**src/rtl/slew_pkg.sv**
```systemverilog
package slew_pkg;

  typedef enum logic [1:0] {
    SPAN_LONG   = 2'b00,
    SPAN_MID    = 2'b01,
    SPAN_SHORT  = 2'b10,
    SPAN_BYPASS = 2'b11
  } span_sel_e;

  // Number of 128-clock steps a transition lasts for a given span code.
  // Bypass yields zero steps.
  function automatic int span_steps(input logic [1:0] sel,
                                    input int n_long,
                                    input int n_mid,
                                    input int n_short);
    case (span_sel_e'(sel))
      SPAN_LONG:  return n_long;
      SPAN_MID:   return n_mid;
      SPAN_SHORT: return n_short;
      default:    return 0;
    endcase
  endfunction

  // Largest of three step counts, used to size the step counter.
  function automatic int max3(input int a, input int b, input int c);
    int m;
    m = a;
    if (b > m) m = b;
    if (c > m) m = c;
    return m;
  endfunction

  function automatic logic is_bypass(input logic [1:0] sel);
    return span_sel_e'(sel) == SPAN_BYPASS;
  endfunction

endpackage

```
**src/rtl/slew_prescaler.sv**
```systemverilog
module slew_prescaler #(
  parameter int TICK_DIV = 128
) (
  input  logic clk,
  input  logic rst_n,
  input  logic clear,
  input  logic run,
  output logic tick
);
  localparam int PW = (TICK_DIV > 1) ? $clog2(TICK_DIV) : 1;
  localparam logic [PW-1:0] LAST = PW'(TICK_DIV - 1);
  localparam bit POW2 = ((1 << PW) == TICK_DIV);

  logic [PW-1:0] cnt_q;
  logic          at_last;

  assign at_last = (cnt_q == LAST);
  assign tick    = run && at_last && !clear;

  generate
    if (POW2) begin : g_wrap
      // Power-of-two divide: counter wraps on its own.
      always_ff @(posedge clk) begin
        if (!rst_n || clear) cnt_q <= '0;
        else if (run)        cnt_q <= cnt_q + 1'b1;
      end
    end else begin : g_reload
      // Other divide ratios: explicit reload at the last count.
      always_ff @(posedge clk) begin
        if (!rst_n || clear) cnt_q <= '0;
        else if (run)        cnt_q <= at_last ? '0 : cnt_q + 1'b1;
      end
    end
  endgenerate

endmodule

```
**src/rtl/slew_step_counter.sv**
```systemverilog
module slew_step_counter #(
  parameter int STEP_W = 5
) (
  input  logic              clk,
  input  logic              rst_n,
  input  logic              clear,
  input  logic              adv,
  input  logic [STEP_W-1:0] total,
  output logic [STEP_W-1:0] step,
  output logic              last
);
  logic [STEP_W-1:0] step_q;
  logic [STEP_W:0]   next_ext;

  assign next_ext = {1'b0, step_q} + 1'b1;
  assign last     = adv && (next_ext == {1'b0, total});
  assign step     = step_q;

  always_ff @(posedge clk) begin
    if (!rst_n || clear) step_q <= '0;
    else if (last)       step_q <= '0;
    else if (adv)        step_q <= next_ext[STEP_W-1:0];
  end

endmodule

```
**src/rtl/slew_ctrl.sv**
```systemverilog
module slew_ctrl (
  input  logic clk,
  input  logic rst_n,
  input  logic comm_req,
  input  logic req_bypass,
  input  logic last,
  output logic busy,
  output logic done,
  output logic start
);
  logic busy_q, done_q;
  logic busy_d, done_d;

  assign start = comm_req && !req_bypass;

  always_comb begin
    busy_d = busy_q;
    done_d = 1'b0;
    if (comm_req) begin
      busy_d = !req_bypass;
      done_d = req_bypass;
    end else if (last) begin
      busy_d = 1'b0;
      done_d = 1'b1;
    end
  end

  always_ff @(posedge clk) begin
    if (!rst_n) begin
      busy_q <= 1'b0;
      done_q <= 1'b0;
    end else begin
      busy_q <= busy_d;
      done_q <= done_d;
    end
  end

  assign busy = busy_q;
  assign done = done_q;

endmodule

```
**src/rtl/slew_xition_timer.sv**
```systemverilog
module slew_xition_timer #(
  parameter int TICK_DIV    = 128,
  parameter int STEPS_LONG  = 24,
  parameter int STEPS_MID   = 16,
  parameter int STEPS_SHORT = 12,
  localparam int STEP_W = $clog2(slew_pkg::max3(STEPS_LONG, STEPS_MID, STEPS_SHORT) + 1)
) (
  input  logic              clk,
  input  logic              rst_n,
  input  logic              comm_req,
  input  logic [1:0]        span_sel,
  input  logic              fast_slew,
  output logic              busy,
  output logic              done,
  output logic [STEP_W-1:0] ramp_pos,
  output logic              rate_fast
);
  import slew_pkg::*;

  // Named internal events, visible to the bound checker.
  logic              tick;
  logic              last;
  logic              start;
  logic              req_bypass;
  logic              counter_clear;
  logic [STEP_W-1:0] span_total;
  logic [STEP_W-1:0] span_total_d;
  logic              rate_q;

  assign req_bypass   = is_bypass(span_sel);
  assign span_total_d = STEP_W'(span_steps(span_sel, STEPS_LONG, STEPS_MID, STEPS_SHORT));
  assign counter_clear = comm_req;

  // Settings captured at each accepted request.
  always_ff @(posedge clk) begin
    if (!rst_n) begin
      span_total <= '0;
      rate_q     <= 1'b0;
    end else if (comm_req) begin
      rate_q <= fast_slew;
      if (start) span_total <= span_total_d;
    end
  end

  slew_ctrl u_ctrl (
    .clk        (clk),
    .rst_n      (rst_n),
    .comm_req   (comm_req),
    .req_bypass (req_bypass),
    .last       (last),
    .busy       (busy),
    .done       (done),
    .start      (start)
  );

  slew_prescaler #(.TICK_DIV(TICK_DIV)) u_pre (
    .clk   (clk),
    .rst_n (rst_n),
    .clear (counter_clear),
    .run   (busy),
    .tick  (tick)
  );

  slew_step_counter #(.STEP_W(STEP_W)) u_step (
    .clk   (clk),
    .rst_n (rst_n),
    .clear (counter_clear),
    .adv   (tick),
    .total (span_total),
    .step  (ramp_pos),
    .last  (last)
  );

  assign rate_fast = rate_q;

endmodule

```
**config.mk**
```make
export PLATFORM = sky130hd
export DESIGN_NAME = slew_xition_timer
export DESIGN_NICKNAME = d
export VERILOG_FILES = /design/src/rtl/slew_pkg.sv /design/src/rtl/slew_prescaler.sv /design/src/rtl/slew_step_counter.sv /design/src/rtl/slew_ctrl.sv /design/src/rtl/slew_xition_timer.sv
export SDC_FILE = /design/constraint.sdc
export NUM_CORES = 1
export LEC_CHECK = 0
export BUFFER_PORTS_ARGS = -buffer_cell sky130_fd_sc_hd__buf_4
export CAP_MARGIN = 20
export CORE_UTILIZATION = 45
export DETAILED_ROUTE_END_ITERATION = 8
export PLACE_DENSITY = 0.74
export SKIP_LAST_GASP = 1
export SLEW_MARGIN = 20
export SYNTH_ARGS = -nofsm -noshare
export SYNTH_HDL_FRONTEND = slang
export SYNTH_SLANG_ARGS = --single-unit
```
**constraint.sdc**
```tcl
create_clock -name clk -period 2.4 [get_ports clk]
set_input_delay 0.6 -clock clk [delete_from_list [all_inputs] [get_ports clk]]
set_output_delay 0.6 -clock clk [all_outputs]
set_load 0.02 [all_outputs]
```
# Yosys cells after proc, flatten, opt, wreduce, memory -nomap -nowiden
# Index checks and enable logic that the tools add are counted.
# W data, S select, Z words.
[totals]
reg_bits = 20
out_inout_bits = 8
word_cells = 30
[op_classes]
add_sub_neg = 2
n_eq_ne = 5
muxes = 5
n_reduce_logical = 12
[ops]
columns = ["cell", "count"]
rows = [
  ["$pmux W5 S3", 1],
  ["$add A7 B1 Y7 const B", 1],
  ["$eq A7 B7 Y1 const B", 1],
  ["$add A5 B1 Y6 const B", 1],
  ["$eq A6 B5 Y1", 1],
  ["$eq A2 B2 Y1 const B", 2],
  ["$logic_and A1 B1 Y1", 4],
  ["$mux W1", 4],
  ["$logic_not A1 Y1", 3],
  ["$eq A2 B1 Y1 const B", 1],
  ["$logic_not A2 Y1", 1],
  ["$reduce_and A2 Y1", 1],
  ["$reduce_bool A2 Y1", 1],
  ["$reduce_or A2 Y1", 1],
  ["$logic_or A1 B1 Y1", 1],
]

# Depth between registers and ports, before layout
[depth]
depth_word = 6
ltp_mapped = 6
depth_no_buf = 6

# Hierarchy
# Synthesis repeated with hierarchy kept, for this count alone.
[hier_totals]
hier_cells = 102
area_unflattened_um2 = 952.2
[by_module_without_submodules]
columns = ["mod", "n_inst", "cells_per_inst", "area_per_inst_um2", "seq_area_each_um2"]
rows = [
  ["slew_step_counter", 1, 45, 392.9, 100.1],
  ["slew_prescaler", 1, 33, 307.8, 140.1],
  ["slew_xition_timer", 1, 17, 166.4, 80.1],
  ["slew_ctrl", 1, 7, 85.1, 40.0],
]

# Least setup slack after synthesis
# No wires, ideal clock.
[synth_path]
kind = "register to register"
from = "register u_step.step_q[0], in the netlist u_step.step[0]"
to = "register u_ctrl.busy_q, in the netlist u_ctrl.busy"
arrival_time_ps = 1530
t_required_ps = 2284
setup_slack_ps = 754
path_stages_with_launch = 6
path_buffers = 0
path_cell_list = "dfxtp_1 ha_1 or3_1 a31oi_2 nand2_1 a41o_1"
[synth_via]
elab_chain_cells = 4
[synth_lines]
columns = ["item", "line_no", "text"]
rows = [
  ["from (decl)", "slew_step_counter.sv:12", "logic [STEP_W-1:0] step_q;"],
  ["from (signal assigned)", "slew_step_counter.sv:22", "else if (adv) step_q <= next_ext[STEP_W-1:0];"],
  ["$add A5 B1 Y6", "slew_step_counter.sv:15", "assign next_ext = {1'b0, step_q} + 1'b1;"],
  ["$eq A6 B5 Y1", "slew_step_counter.sv:16", "assign last = adv && (next_ext == {1'b0, total});"],
  ["$logic_and A1 B1 Y1", "slew_step_counter.sv:16", ""],
  ["$reduce_bool A2 Y1 (no source line)", "-", ""],
  ["to (signal assigned)", "slew_ctrl.sv:33", "busy_q <= busy_d;"],
  ["to (decl)", "slew_ctrl.sv:11", "logic busy_q, done_q;"],
]
# Every way passes these cells.
# A chain may end at the register's enable or synchronous reset.

# Worst setup path after layout
[layout_path]
from = "register u_pre.cnt_q[0]"
to = "register u_ctrl.busy_q, in the netlist u_ctrl.busy"
[layout_via]
elab_chain_cells = 5
[layout_lines]
columns = ["item", "line_no", "text"]
rows = [
  ["from (decl)", "slew_prescaler.sv:14", "logic [PW-1:0] cnt_q;"],
  ["from (signal assigned)", "slew_prescaler.sv:25", "else if (run) cnt_q <= cnt_q + 1'b1;"],
  ["$eq A7 B7 Y1", "slew_prescaler.sv:17", "assign at_last = (cnt_q == LAST);"],
  ["$logic_and A1 B1 Y1 (2 in a row)", "slew_prescaler.sv:18", "assign tick = run && at_last && !clear;"],
  ["$logic_and A1 B1 Y1", "slew_step_counter.sv:16", ""],
  ["$reduce_bool A2 Y1 (no source line)", "-", ""],
]
# Every way passes these cells.

==> results.ini <==
[synthesis]
ys_ff_latch = 18
synth_top_family_by_area = simple AND/OR/NAND/NOR gates
synth_cells = 93
synth_warnings = 0
synth_cell_types = 28
synth_common_cells = dfxtp_1 (18), nor2_1 (12), nand2_1 (9)
synth_largest_area_cell = dfxtp_1
synth_seq_area_share_pct = 41.7
ys_top_cells_by_area = dfxtp_1 (42%), xnor2_1 (7.1%), nor2_1 (5.2%)
synth_xor_area_share_pct = 12.2
syn-cell-area_um2 = 863
synthMuxAreaShare_pct = 2.32
synth_fa_ha_area_share_pct = 4.35
syn_area_per_cell_um2 = 9.28
synth_top_area_share_pct = 41.7
synth_compound_area_share_pct = 13.5
synth_edf_count = 0
synth_ff_type = dfxtp_1
syn_nets = 102
synthSimpleGateAreaFrac_pct = 24.2
async_flop_share_pct = 0
synth_most_common_cell = dfxtp_1

[cts]
cts_resized = 0
insertion_delay_ns = 0.28
htreeDepth = 1
clk_pin_slew_ns = 0.10
clock_path_buffers = 2
cts_tree = done
cts_hold_buf = 0
cts_root_buf = clkbuf_4
numCtsBuffers = 3
post-cts-setup-buffers = 0
clock_sinks = 18

[route]
dr_wl_met2_um = 644
dr.max_layer_used = met4
wl_met3_um = 37
drc = 0
drt-met1-wl_um = 728
routed_wl_um = 1420
via_per_inst = 5.01
antenna_left = 0
drt_first_pass_iters = 3
drt-initial-drc-count = 3
vias = 672
wl_per_cell_um = 10.6

[floorplan]
die_x_um = 45.8
core_um2 = 1760
ioPinCount = 14
row_count = 15
initial_core_util_pct = 48.9
fp.dieArea_um2 = 2100
die_h_um = 45.8

[placed_design]
numPortBuffers = 13
place_congestion = 0.705
place_hpwl_um = 1110

[timing]
rsz0062_at_grt = false
tightest_slew_ns = 0.326
max_freq_ghz = 0.580
hold_viol = 0
fin_skew_ns = 0.00362
fin_crit_ns = 1.73
slew_viol_final = 0
period_share_pct = 71.9
fin_tns_setup_ns = 0
slew_headroom_pct = 78.2
setup-violations-final = 0

[global_route]
groute.usage.overall_pct = 17.0
grt_pass1_vias = 592
antenna_found_initial = 0
grt_max_degree = 11
grt_pass1_wl_um = 2500
grt_remaining_overflow = 0

[setup_path]
cp.required_ns = 2.58
slowest_delay_ns = 0.39
critPathTopFamily = compound AO/OA/AOI/OAI gates
worst-path-buf-inv = 0
worst_setup_path_end_kind = flop
crit_arrival_ns = 1.91
path_cells = ha_1 -> nand4b_4 -> nor2_1 -> o2111a_1 -> nand2_1 -> a41o_1
start_kind = flop
slowest_stage = dfxtp_1
cp_max_fo = 5
critical_path_class = flop to flop

[final_layout]
diodes = 0
layout.nets = 119
syn_to_final_growth_pct = 18.3
final_util_pct = 57.9
n_fill_cell = 185
layout-drive-gt1-share_pct = 19.3

[hold_path]
hold_class = flop to flop

[power]
peakVddDrop_v = 0.000319
leakagePower_uw = 0.000440
p_per_area_nw_per_um2 = 524

[run_status]
status = finished, final reports clean

[flow_run]
maxCapViolCount = 0

-- where the power goes --
group / internal (uW) / switching (uW) / leakage [uW] / total (uW)
Combinational: 22.5 / 20.8 / 0.000273 / 43.4
Sequential: 305 / 6.87 / 0.000146 / 312
Clock: 92.3 / 87.3 / 0.0000210 / 180
-- per-stage QoR --
stage | hold slack [ns] | setup slack [ns] | total power, uW | instance area [um^2] | cells
after floorplan | 0.471 | 0.754 | 346 | 863 | 93
after global placement | 0.488 | 0.566 | 362 | 985 | 130
after detailed placement | 0.495 | 0.497 | 363 | 985 | 130
after CTS | 0.511 | 0.668 | 544 | 1020 | 134
after global routing | 0.543 | 0.544 | 562 | 1020 | 134
final | 0.505 | 0.675 | 535 | 1020 | 134
-- cell type report --
| class | count | area (um^2) | area share, % |
|---|---|---|---|
| multi-input cells | 72 | 488 | 47.8 |
| flip-flops and latches | 18 | 360 | 35.3 |
| repair buffers | 13 | 97.6 | 9.56 |
| clock buffers | 4 | 36.3 | 3.55 |
| well taps | 25 | 31.3 | 3.06 |
| inverters | 2 | 7.51 | 0.735 |
-- worst register-to-register path, cell delays in order (launching register included) --
cell      delay, ns
dfxtp_1        0.39
ha_1           0.25
nand4b_4       0.12
nor2_1         0.30
o2111a_1       0.26
nand2_1        0.07
a41o_1         0.25
-- metal layers --
layer | up-vias | track usage (%)
met2 | 9 | 24.6
met1 | 303 | 22.8
met4 | 0 | 10.6
met3 | 2 | 3.57
met5 | - | 0
li1 | 358 | -
-- kinds of logic (layout without fill, tap and decap cells) --
logic type,after synthesis,after routing
compound gates,16,16
xor+xnor,12,12
buf+inv,3,19
simple gates,39,39
mux,2,2
flops,18,18
fa+ha+maj,3,3
-- flip-flops by register name, summed over array words and instances, names as in the netlist --
| register | count |
|---|---|
| span_total | 3 |
| u_step.step | 5 |
| u_ctrl.busy | 1 |
| rate_fast | 1 |
| u_pre.cnt_q | 7 |
| u_ctrl.done | 1 |
-- cell usage in the layout (no fill, tap or decap), types with 3 or more instances in the layout --
cell,netlist,layout
a21oi_1,4,4
buf_4,1,13
clkbuf_4,0,3
dfxtp_1,18,18
ha_1,3,3
nand2_1,9,9
nand3_1,3,3
nand4_1,3,3
nor2_1,12,12
nor2b_1,4,4
o21ai_0,4,4
xnor2_1,7,7
xor2_1,5,5
-- worst paths after layout --
check | startpoint | to | slack (ns) | cells after the start
setup / recovery | u_pre.cnt_q[0] | u_ctrl.busy | 0.67 | 6
hold / removal | span_total[4] | span_total[4] | 0.50 | 2
setup reg to reg | u_pre.cnt_q[0] | u_ctrl.busy | 0.67 | 6
hold reg to reg | span_total[4] | span_total[4] | 0.50 | 2
Power figures use the tool's default switching activity.
